### config.mk
export PLATFORM = sky130hd
export DESIGN_NAME = mdio_master
export DESIGN_NICKNAME = d
export VERILOG_FILES = /design/src/rtl/mdio_master.sv
export SDC_FILE = /design/constraint.sdc
export NUM_CORES = 1
export LEC_CHECK = 0
export ABC_AREA = 1
export CORE_MARGIN = 2
export CORE_UTILIZATION = 53
export CTS_BUF_LIST = sky130_fd_sc_hd__clkbuf_8
export DETAILED_ROUTE_END_ITERATION = 8
export PLACE_DENSITY = 0.86
export SETUP_SLACK_MARGIN = 0.4
export SKIP_CTS_REPAIR_TIMING = 1
export SLEW_MARGIN = 5
export SYNTH_ARGS = -nofsm -noshare
export SYNTH_HDL_FRONTEND = slang
export SYNTH_SLANG_ARGS = --single-unit
### constraint.sdc
create_clock -name clk -period 1.7 [get_ports clk]
set_input_delay 0.34 -clock clk [delete_from_list [all_inputs] [get_ports clk]]
set_output_delay 0.34 -clock clk [all_outputs]
set_load 0.05 [all_outputs]
### src/rtl/mdio_master.sv
module mdio_master #(
  parameter int DIV_W   = 4,
  parameter int DEF_DIV = 1
) (
  input  logic        clk,
  input  logic        rst_n,
  input  logic        bus_we,
  input  logic [2:0]  bus_addr,
  input  logic [31:0] bus_wdata,
  output logic [31:0] bus_rdata,
  output logic        mdc,
  output logic        mdio_o,
  output logic        mdio_oe,
  input  logic        mdio_i
);
  localparam int FRAME_W    = 64;
  localparam int DATA_W     = 16;
  localparam int IDX_W      = $clog2(FRAME_W);
  localparam int DATA_START = FRAME_W - DATA_W;
  localparam int TA_REL     = DATA_START - 1;

  localparam logic [2:0] A_CFG = 3'd0, A_ADR = 3'd1, A_WD = 3'd2,
                         A_CMD = 3'd3, A_RES = 3'd4, A_FLG = 3'd5;

  logic              soft_rst, cmd_q, busy, nv, rd_op, phase;
  logic [DIV_W-1:0]  div, hcnt;
  logic [4:0]        phy_ad, reg_ad;
  logic [DATA_W-1:0] wdata, rdata, rx;
  logic [IDX_W-1:0]  idx;
  logic [FRAME_W-1:0] sh;
  logic              unused_hi;

  assign unused_hi = ^bus_wdata[30:DATA_W];

  wire accept = !busy && !soft_rst;
  wire cmd_wr = bus_we && bus_addr == A_CMD && accept;
  wire go_wr  = bus_we && bus_addr == A_WD && accept;
  wire go_rd  = cmd_wr && bus_wdata[0] && !cmd_q;
  wire tick   = busy && hcnt == '0;
  wire last   = idx == IDX_W'(FRAME_W - 1);

  assign mdio_o  = busy ? sh[FRAME_W-1] : 1'b1;
  assign mdio_oe = busy && !(rd_op && idx >= IDX_W'(TA_REL));

  always_comb begin
    case (bus_addr)
      A_CFG:   bus_rdata = {soft_rst, {(31-DIV_W){1'b0}}, div};
      A_ADR:   bus_rdata = {19'd0, phy_ad, 3'd0, reg_ad};
      A_WD:    bus_rdata = {16'd0, wdata};
      A_CMD:   bus_rdata = {31'd0, cmd_q};
      A_RES:   bus_rdata = {16'd0, rdata};
      A_FLG:   bus_rdata = {30'd0, nv, busy};
      default: bus_rdata = '0;
    endcase
  end

  always_ff @(posedge clk or negedge rst_n) begin
    if (!rst_n) begin
      soft_rst <= 1'b0;
      div      <= DIV_W'(DEF_DIV);
      phy_ad   <= '0;
      reg_ad   <= '0;
      wdata    <= '0;
      rdata    <= '0;
      rx       <= '0;
      cmd_q    <= 1'b0;
      busy     <= 1'b0;
      nv       <= 1'b0;
      rd_op    <= 1'b0;
      phase    <= 1'b0;
      mdc      <= 1'b0;
      idx      <= '0;
      hcnt     <= '0;
      sh       <= '1;
    end else begin
      if (bus_we && bus_addr == A_CFG) begin
        soft_rst <= bus_wdata[31];
        div      <= bus_wdata[DIV_W-1:0];
      end
      if (bus_we && bus_addr == A_ADR) begin
        phy_ad <= bus_wdata[12:8];
        reg_ad <= bus_wdata[4:0];
      end
      if (go_wr)  wdata <= bus_wdata[DATA_W-1:0];
      if (cmd_wr) cmd_q <= bus_wdata[0];

      if (soft_rst) begin
        busy  <= 1'b0;
        nv    <= 1'b0;
        phase <= 1'b0;
        mdc   <= 1'b0;
        idx   <= '0;
      end else if (go_wr || go_rd) begin
        busy  <= 1'b1;
        nv    <= go_rd;
        rd_op <= go_rd;
        phase <= 1'b0;
        mdc   <= 1'b0;
        idx   <= '0;
        hcnt  <= div;
        sh    <= {32'hFFFF_FFFF, 2'b01, go_rd ? 2'b10 : 2'b01, phy_ad, reg_ad,
                  go_rd ? 2'b11 : 2'b10,
                  go_rd ? 16'hFFFF : bus_wdata[DATA_W-1:0]};
      end else if (tick) begin
        hcnt <= div;
        if (!phase) begin
          phase <= 1'b1;
          mdc   <= 1'b1;
          if (rd_op && idx >= IDX_W'(DATA_START)) rx <= {rx[DATA_W-2:0], mdio_i};
        end else begin
          phase <= 1'b0;
          mdc   <= 1'b0;
          if (last) begin
            busy <= 1'b0;
            if (rd_op) begin
              nv    <= 1'b0;
              rdata <= rx;
            end
          end else begin
            idx <= idx + 1'b1;
            sh  <= {sh[FRAME_W-2:0], 1'b1};
          end
        end
      end else if (busy) begin
        hcnt <= hcnt - 1'b1;
      end
    end
  end
endmodule


==> reports/qor.yml, run 1 <==
detailed_routing:
  viasPerCell: 6.04
  drtIter0Drc: 853
  drc: 0
  ant_nets: 0
  avgRoutedWirePerCell_um: 22.0
  first_pass_iters: 6
  wl_mm: 25.6
  vias: 7027
outcome:
  status: "finished, violations left"
  violations: "negative setup slack"
clock_tree:
  insertion_delay_ps: 480
  ctsLongestPathBuffers: 2
  root_buffer: "clkbuf_8"
  clk_pin_slew_ps: 100
  cts.sinks: 142
  cts_buffers: 17
  htreeDepth: 4
  cts_tree: "done"
critical_path:
  r2r-start: "idx[1]"
  path_buf_inv: 2
  cp_cell_sequence: "inv_1 > o22ai_2 > or2_4 > buf_12"
  cp_data_required_time_ps: 1360
  crit_family: "flip-flops"
  cp_slowest_stage_delay_ps: 420
  worst_r2r_endpoint: "sh[27]"
  crit_arrival_ps: 1580
  path_max_fanout: 2
  endpoint_kind: "output pin"
  start_kind: "flop"
  r2r_setup_slack_ps: -210
  slowest_stage: "dfrtp_1"
  ff2ff_path_depth: 13
  path_class: "reg -> out"
layout:
  antenna_cells: 0
  drive_gt1_frac: 0.469
  final_area_mm2: 0.0102
  final_nets: 1017
  area_growth_pct: 46.2
  multi_input_area_mm2: 0.00350
  regArea_mm2: 0.00364
  final.fill_count: 637
sta:
  fmax_ghz: 0.520
  min_period_ps: 1920
  whs_ps: 356
  setup_viol: 121
  finalClockSkew_ps: 26.4
  relSlewSlack: 0.670
  maxSlewViolCount: 0
  fin_tns_setup_ps: -12590
  hold_viol_final: 0
  finalCritPeriodShare: 1.13
  rsz0062_at_grt: "yes"
  worst_slack_ps: -225
  tightest_slew_ps: 490
global_routing:
  top_usage_layer: "met2"
  grt_use_met1: 0.305
  grt_pass1_wl_mm: 27.1
  grt_use_total: 0.240
  grt_max_degree: 50
  grt_use_met2: 0.393
  antenna_found_initial: 0
  grt_use_met3: 0.0551
  grt_pass1_vias: 5695
  grt_overflow: 0
die:
  core_area_mm2: 0.0131
  die_h_um: 119
  dieArea_mm2: 0.0142
  io_pins: 74
  die_x_um: 119
  start_util: 0.536
  rows: 42
synth:
  avgSynthCellArea_um2: 8.53
  synth_top_area_cell: "dfrtp_1"
  synth_area_mm2: 0.00701
  syn_inst: 822
  synthTopCellsByArea: "dfrtp_1, dfstp_2, nand2_1, o21ai_2, nand2_2"
  yosys-top-cells-count: "nand2_1, dfrtp_1, dfstp_2"
  synth.top_cell.area_share: 0.275
  yosys_warnings: 0
  synth_seq_cells: 142
  synth_seq_area_share: 0.518
  ys.flop_type: "dfrtp_1"
  synth.most_common_cell: "nand2_1"
  synth_cell_type_count: 36
  async_flop_share: 1.00
  synth-edff-count: 0
power:
  total_power_mw: 9.39
  p_leak_nw: 4.83
  power.density_mw_per_mm2: 916
  ir_drop_mv: 0.666
flow_run:
  cap_viol_max_count: 0
placement:
  hpwl_mm: 10.8
  portBuffers: 43
  place_congestion: 0.863
  placed_area_mm2: 0.00823
worst_hold_path:
  min_path_type: "in -> async"
kinds of logic (layout without fill, tap and decap cells):
| kind of cell | after synthesis | after routing | synth area share |
|---|---|---|---|
| other cells | 1 | 15 | 0.000535 |
| simple gates | 476 | 479 | 0.297 |
| compound gates | 88 | 88 | 0.0856 |
| fa+ha+maj | 3 | 3 | 0.00535 |
| mux | 6 | 6 | 0.00963 |
| buf+inv | 104 | 253 | 0.0814 |
| xor+xnor | 2 | 2 | 0.00250 |
| flops | 142 | 142 | 0.518 |
sequential cells by signal, indices dropped and copies added, names as in the netlist, 4 cells and up:
register and flops:
sh 64, rdata 16, rx 16, wdata 16, idx 6, phy_ad 5
reg_ad 5, div 4, hcnt 4
routing by layer:
layer | vias up | share of wire | wire length (µm)
li1 | 2871 | - | -
met1 | 3411 | 0.36 | 9170
met2 | 575 | 0.49 | 12500
met3 | 170 | 0.088 | 2250
met4 | 0 | 0.066 | 1680
met5 | - | 0 | 0
metrics by stage:
step / setup slack [ps] / cells / utilization
after floorplan: -82.8 / 836 / -
after detailed placement: -501 / 1053 / 0.629
after global routing: -294 / 1164 / 0.783
after global placement: -452 / 1053 / 0.629
final: -225 / 1164 / 0.783
after CTS: -476 / 1085 / 0.659
power by group:
group / internal, mW / switching (mW) / leakage (nW) / total, mW
registers: 3.76 / 0.302 / 1.67 / 4.06
clock network: 1.38 / 1.47 / 0.196 / 2.85
logic: 1.02 / 1.46 / 2.96 / 2.48
total: 6.16 / 3.23 / 4.83 / 9.39
cell type report:
class	instances	share of cell area
sequential	142	0.355
multi-input combinational	593	0.341
timing repair buffer	169	0.218
clock buffer	19	0.0255
inverter	52	0.0254
tap	176	0.0215
clock inverter	13	0.0135
worst max path at each step:
stage	to	cells after the start	start	slack [ps]
global placement	bus_rdata[2]	8	bus_addr[1]	-450
finish	bus_rdata[0]	4	wdata[0]	-220
CTS	bus_rdata[2]	8	bus_addr[1]	-480
global route	sh[5]	13	idx[1]	-290
detailed placement	sh[10]	10	bus_addr[1]	-500
floorplan	bus_rdata[10]	4	bus_addr[2]	-80
worst reg2reg max path, cell delays in order (launching register included):
cell and delay, ps:
dfrtp_1 430, ha_4 170, nand3_4 80, buf_4 160, nor2_4 90, inv_2 50, nand2_4 70, nand3_4 150
buf_12 180, nand2_8 80, inv_8 60, clkbuf_16 150, nand2_1 80, nand2_1 80
cell usage in the layout, fill, tap and decap left out, types with 3 or more instances in the layout:
cell type,n
nand2_1,285
dfrtp_1,75
nand2_2,68
dfstp_2,65
o21ai_2,49
buf_4,46
buf_6,44
nor2_1,40
nand3_1,32
inv_1,28
buf_12,28
clkbuf_8,19
clkdlybuf4s50_1,19
clkbuf_16,16
conb_1,15
inv_2,14
nand2_4,13
o21ai_0,11
buf_8,11
nor2_4,9
o21ai_4,8
nand3_4,7
inv_4,6
o211ai_1,6
a21oi_2,6
mux2_2,6
nand3_2,5
nand2_8,5
clkinvlp_4,4
nand4_1,3
o21ai_1,3
inv_6,3
Note: power is estimated with default switching activity, not from simulation.
==> run 2, diff against run 1 <==
--- a/config.mk
+++ b/config.mk
@@ -6,6 +6,7 @@
 export NUM_CORES = 1
 export LEC_CHECK = 0
 export ABC_AREA = 1
+export CAP_MARGIN = 20
 export CORE_MARGIN = 2
 export CORE_UTILIZATION = 53
 export CTS_BUF_LIST = sky130_fd_sc_hd__clkbuf_8
==> results of run 2 <==
Same layout as run 1: the final DEF is identical, and so are final timing and power.
==> run 3, diff against run 2 <==
--- a/config.mk
+++ b/config.mk
@@ -8,10 +8,11 @@
 export ABC_AREA = 1
 export CAP_MARGIN = 20
 export CORE_MARGIN = 2
-export CORE_UTILIZATION = 53
+export CORE_UTILIZATION = 63
 export CTS_BUF_LIST = sky130_fd_sc_hd__clkbuf_8
+export CTS_CLUSTER_DIAMETER = 200
 export DETAILED_ROUTE_END_ITERATION = 8
-export PLACE_DENSITY = 0.86
+export PLACE_DENSITY_LB_ADDON = 0.3
 export SETUP_SLACK_MARGIN = 0.4
 export SKIP_CTS_REPAIR_TIMING = 1
 export SLEW_MARGIN = 5
==> constraint.sdc (replaced) <==
create_clock -name clk -period 2.47 [get_ports clk]
set_input_delay 0.494 -clock clk [delete_from_list [all_inputs] [get_ports clk]]
set_output_delay 0.494 -clock clk [all_outputs]
set_load 0.05 [all_outputs]
==> run 3 against run 2 <==
  * The run now ends clean
  * Critical path depth is 3 higher
  * Setup slack improved by 590 ps
  * Flip-flop and latch count unchanged
  * Final area shrank 17%
==> reports/qor.yml, run 3 (synthesis results as in run 1) <==
detailed_routing:
  wl_mm: 16.8  # -34%
  ant_nets: 0  # unchanged
  viasPerCell: 5.60  # -7.2%
  drc: 0  # unchanged
  drtIter0Drc: 506  # -41%
  avgRoutedWirePerCell_um: 16.2  # -26%
  vias: 5816  # -17%
  first_pass_iters: 5  # -1
sta:
  tightest_slew_ps: 569  # +78.8 ps
  finalCritPeriodShare: 0.852
  maxSlewViolCount: 0  # unchanged
  setup_viol: 0  # -100%
  hold_viol_final: 0  # unchanged
  finalClockSkew_ps: 13.9  # -12.5 ps
  fmax_ghz: 0.475
  whs_ps: 475  # +118 ps
  min_period_ps: 2110
  rsz0062_at_grt: "yes"
  relSlewSlack: 0.620  # -0.0505
layout:
  final_nets: 927  # -8.8%
  largest_reg_flops: 64  # unchanged
  layout.cells.non_filler: 1038  # -11%
  antenna_cells: 0  # unchanged
  final_cell_mix: "nand2_1, dfrtp_1, dfstp_2"
  final_common_cell: "nand2_1"
  area_growth_pct: 21.4
  top_register: "sh"
  drive_gt1_frac: 0.308  # -0.160
power:
  p_int_mw: 4.02  # -35%
  comb_power_share: 0.199  # -0.065
  p_seq_frac: 0.471  # +0.039
  power.switching_mw: 1.80  # -44%
  netSwitchingFraction: 0.310  # -0.0342
  p_leak_nw: 4.09  # -15%
  ir_drop_mv: 0.529  # -21%
  power.density_mw_per_mm2: 684  # -25%
  clock_power_share: 0.330  # +0.026
critical_path:
  ff2ff_path_depth: 11  # -2
  path_class: "in -> out"
  endpoint_kind: "output pin"
  cp_data_required_time_ps: 1980  # +620 ps
  r2r_setup_slack_ps: 530  # +740 ps
  worst_r2r_endpoint: "rdata[5]"
  r2r-start: "hcnt[0]"
  cp_cell_sequence: "buf_6 > buf_8 > inv_12 > nand3_4 > buf_12 > o211ai_1 > clkbuf_16"
  start_kind: "input pin"
  crit_arrival_ps: 1610  # +30 ps
  path_max_fanout: 6  # +4
  cp_slowest_stage_delay_ps: 280  # -140 ps
  slowest_stage: "o211ai_1"
die:
  core_area_mm2: 0.0108  # -17%
  rows: 38  # -9.5%
  start_util: 0.647  # +0.111
  io_pins: 74  # unchanged
  die_x_um: 110  # -8.0%
  die_h_um: 110  # -8.0%
  dieArea_mm2: 0.0120  # -15%
global_routing:
  grt_pass1_vias: 5513  # -3.2%
  grt_max_degree: 56  # +12%
  grt_use_total: 0.279  # +0.0394
  antenna_found_initial: 1  # +1
  grt_pass1_wl_mm: 25.8  # -5.0%
  grt_overflow: 0  # unchanged
worst_hold_path:
  holdPathStages: 2
  hold_end: "sh[20]"
  min_path_type: "reg -> reg"
  min_from: "sh[20]"
clock_tree:
  root_buffer: "clkbuf_8"
  insertion_delay_ps: 460  # -20 ps
  cts_tree: "done"
  ctsLongestPathBuffers: 2  # unchanged
  htreeDepth: 4  # unchanged
  clk_pin_slew_ps: 80  # -20 ps
  cts_buffers: 17  # unchanged
  cts.sinks: 142  # unchanged
outcome:
  status: "finished clean"
placement:
  place_congestion: 0.898  # +4.0%
  hpwl_mm: 10.6  # -1.6%
  dpl.cell_count: 992  # -5.8%
  portBuffers: 43  # unchanged
flow_run:
  cap_viol_max_count: 0  # unchanged
[run 3: per-stage QoR]
step           worst slack, ps  instance area (µm²)  setup TNS, ps  total power, mW   util
2_1_floorplan              388                 7120              0             3.46      -
3_3_place_gp             -26.3                 7840          -98.5             3.81  0.723
3_5_place_dp             -52.7                 7840           -234             3.86  0.723
4_1_cts                  -88.8                 8250           -676             5.76  0.761
5_1_grt                    314                 8520              0             6.05  0.786
6_report                   365                 8520              0             5.82  0.786
[run 3: power groups by stage]
stage | clock network [mW] | logic, mW | registers, mW
4_1_cts | 1.93 | 1.10 | 2.73
2_1_floorplan | 0 | 0.733 | 2.72
3_5_place_dp | 0 | 1.09 | 2.77
3_3_place_gp | 0 | 1.05 | 2.75
5_1_grt | 2.03 | 1.26 | 2.76
6_report | 1.92 | 1.16 | 2.74
[run 3: cell type report]
type / instances / area, µm²
clock buffer: 17 / 234
clock inverter: 15 / 171
fill: 650 / 2320
inverter: 52 / 220
multi-input combinational: 590 / 2980
sequential: 142 / 3630
tap: 140 / 175
timing repair buffer: 82 / 1100
[run 3: layer usage]
| layer | up-vias | part of all wire | wire (µm) | track usage |
|---|---|---|---|---|
| met1 | 2836 | 0.40 | 6680 | 0.346 |
| met4 | 2 | 0.022 | 368 | 0.0958 |
| met3 | 42 | 0.063 | 1060 | 0.0616 |
| met5 | - | 0.00065 | 11 | 0 |
| li1 | 2669 | - | - | - |
| met2 | 267 | 0.52 | 8700 | 0.484 |
[run 3: how the worst max path moves through the flow]
stage,start,to,slack [ps],cells after the start
after floorplan,bus_addr[2],bus_rdata[10],390,4
after global placement,bus_addr[0],bus_rdata[4],-30,9
after detailed placement,bus_addr[0],bus_rdata[4],-50,9
after CTS,bus_addr[0],bus_rdata[4],-90,9
after global routing,bus_addr[1],bus_rdata[8],310,8
final,bus_addr[2],bus_rdata[8],360,7
[run 3: critical path: cells and delay by family]
| kind | cells | cell delay (ps) |
|---|---|---|
| buffers and inverters | 5 | 690 |
| AO/OA/AOI/OAI | 1 | 280 |
| AND/OR/NAND/NOR | 1 | 130 |
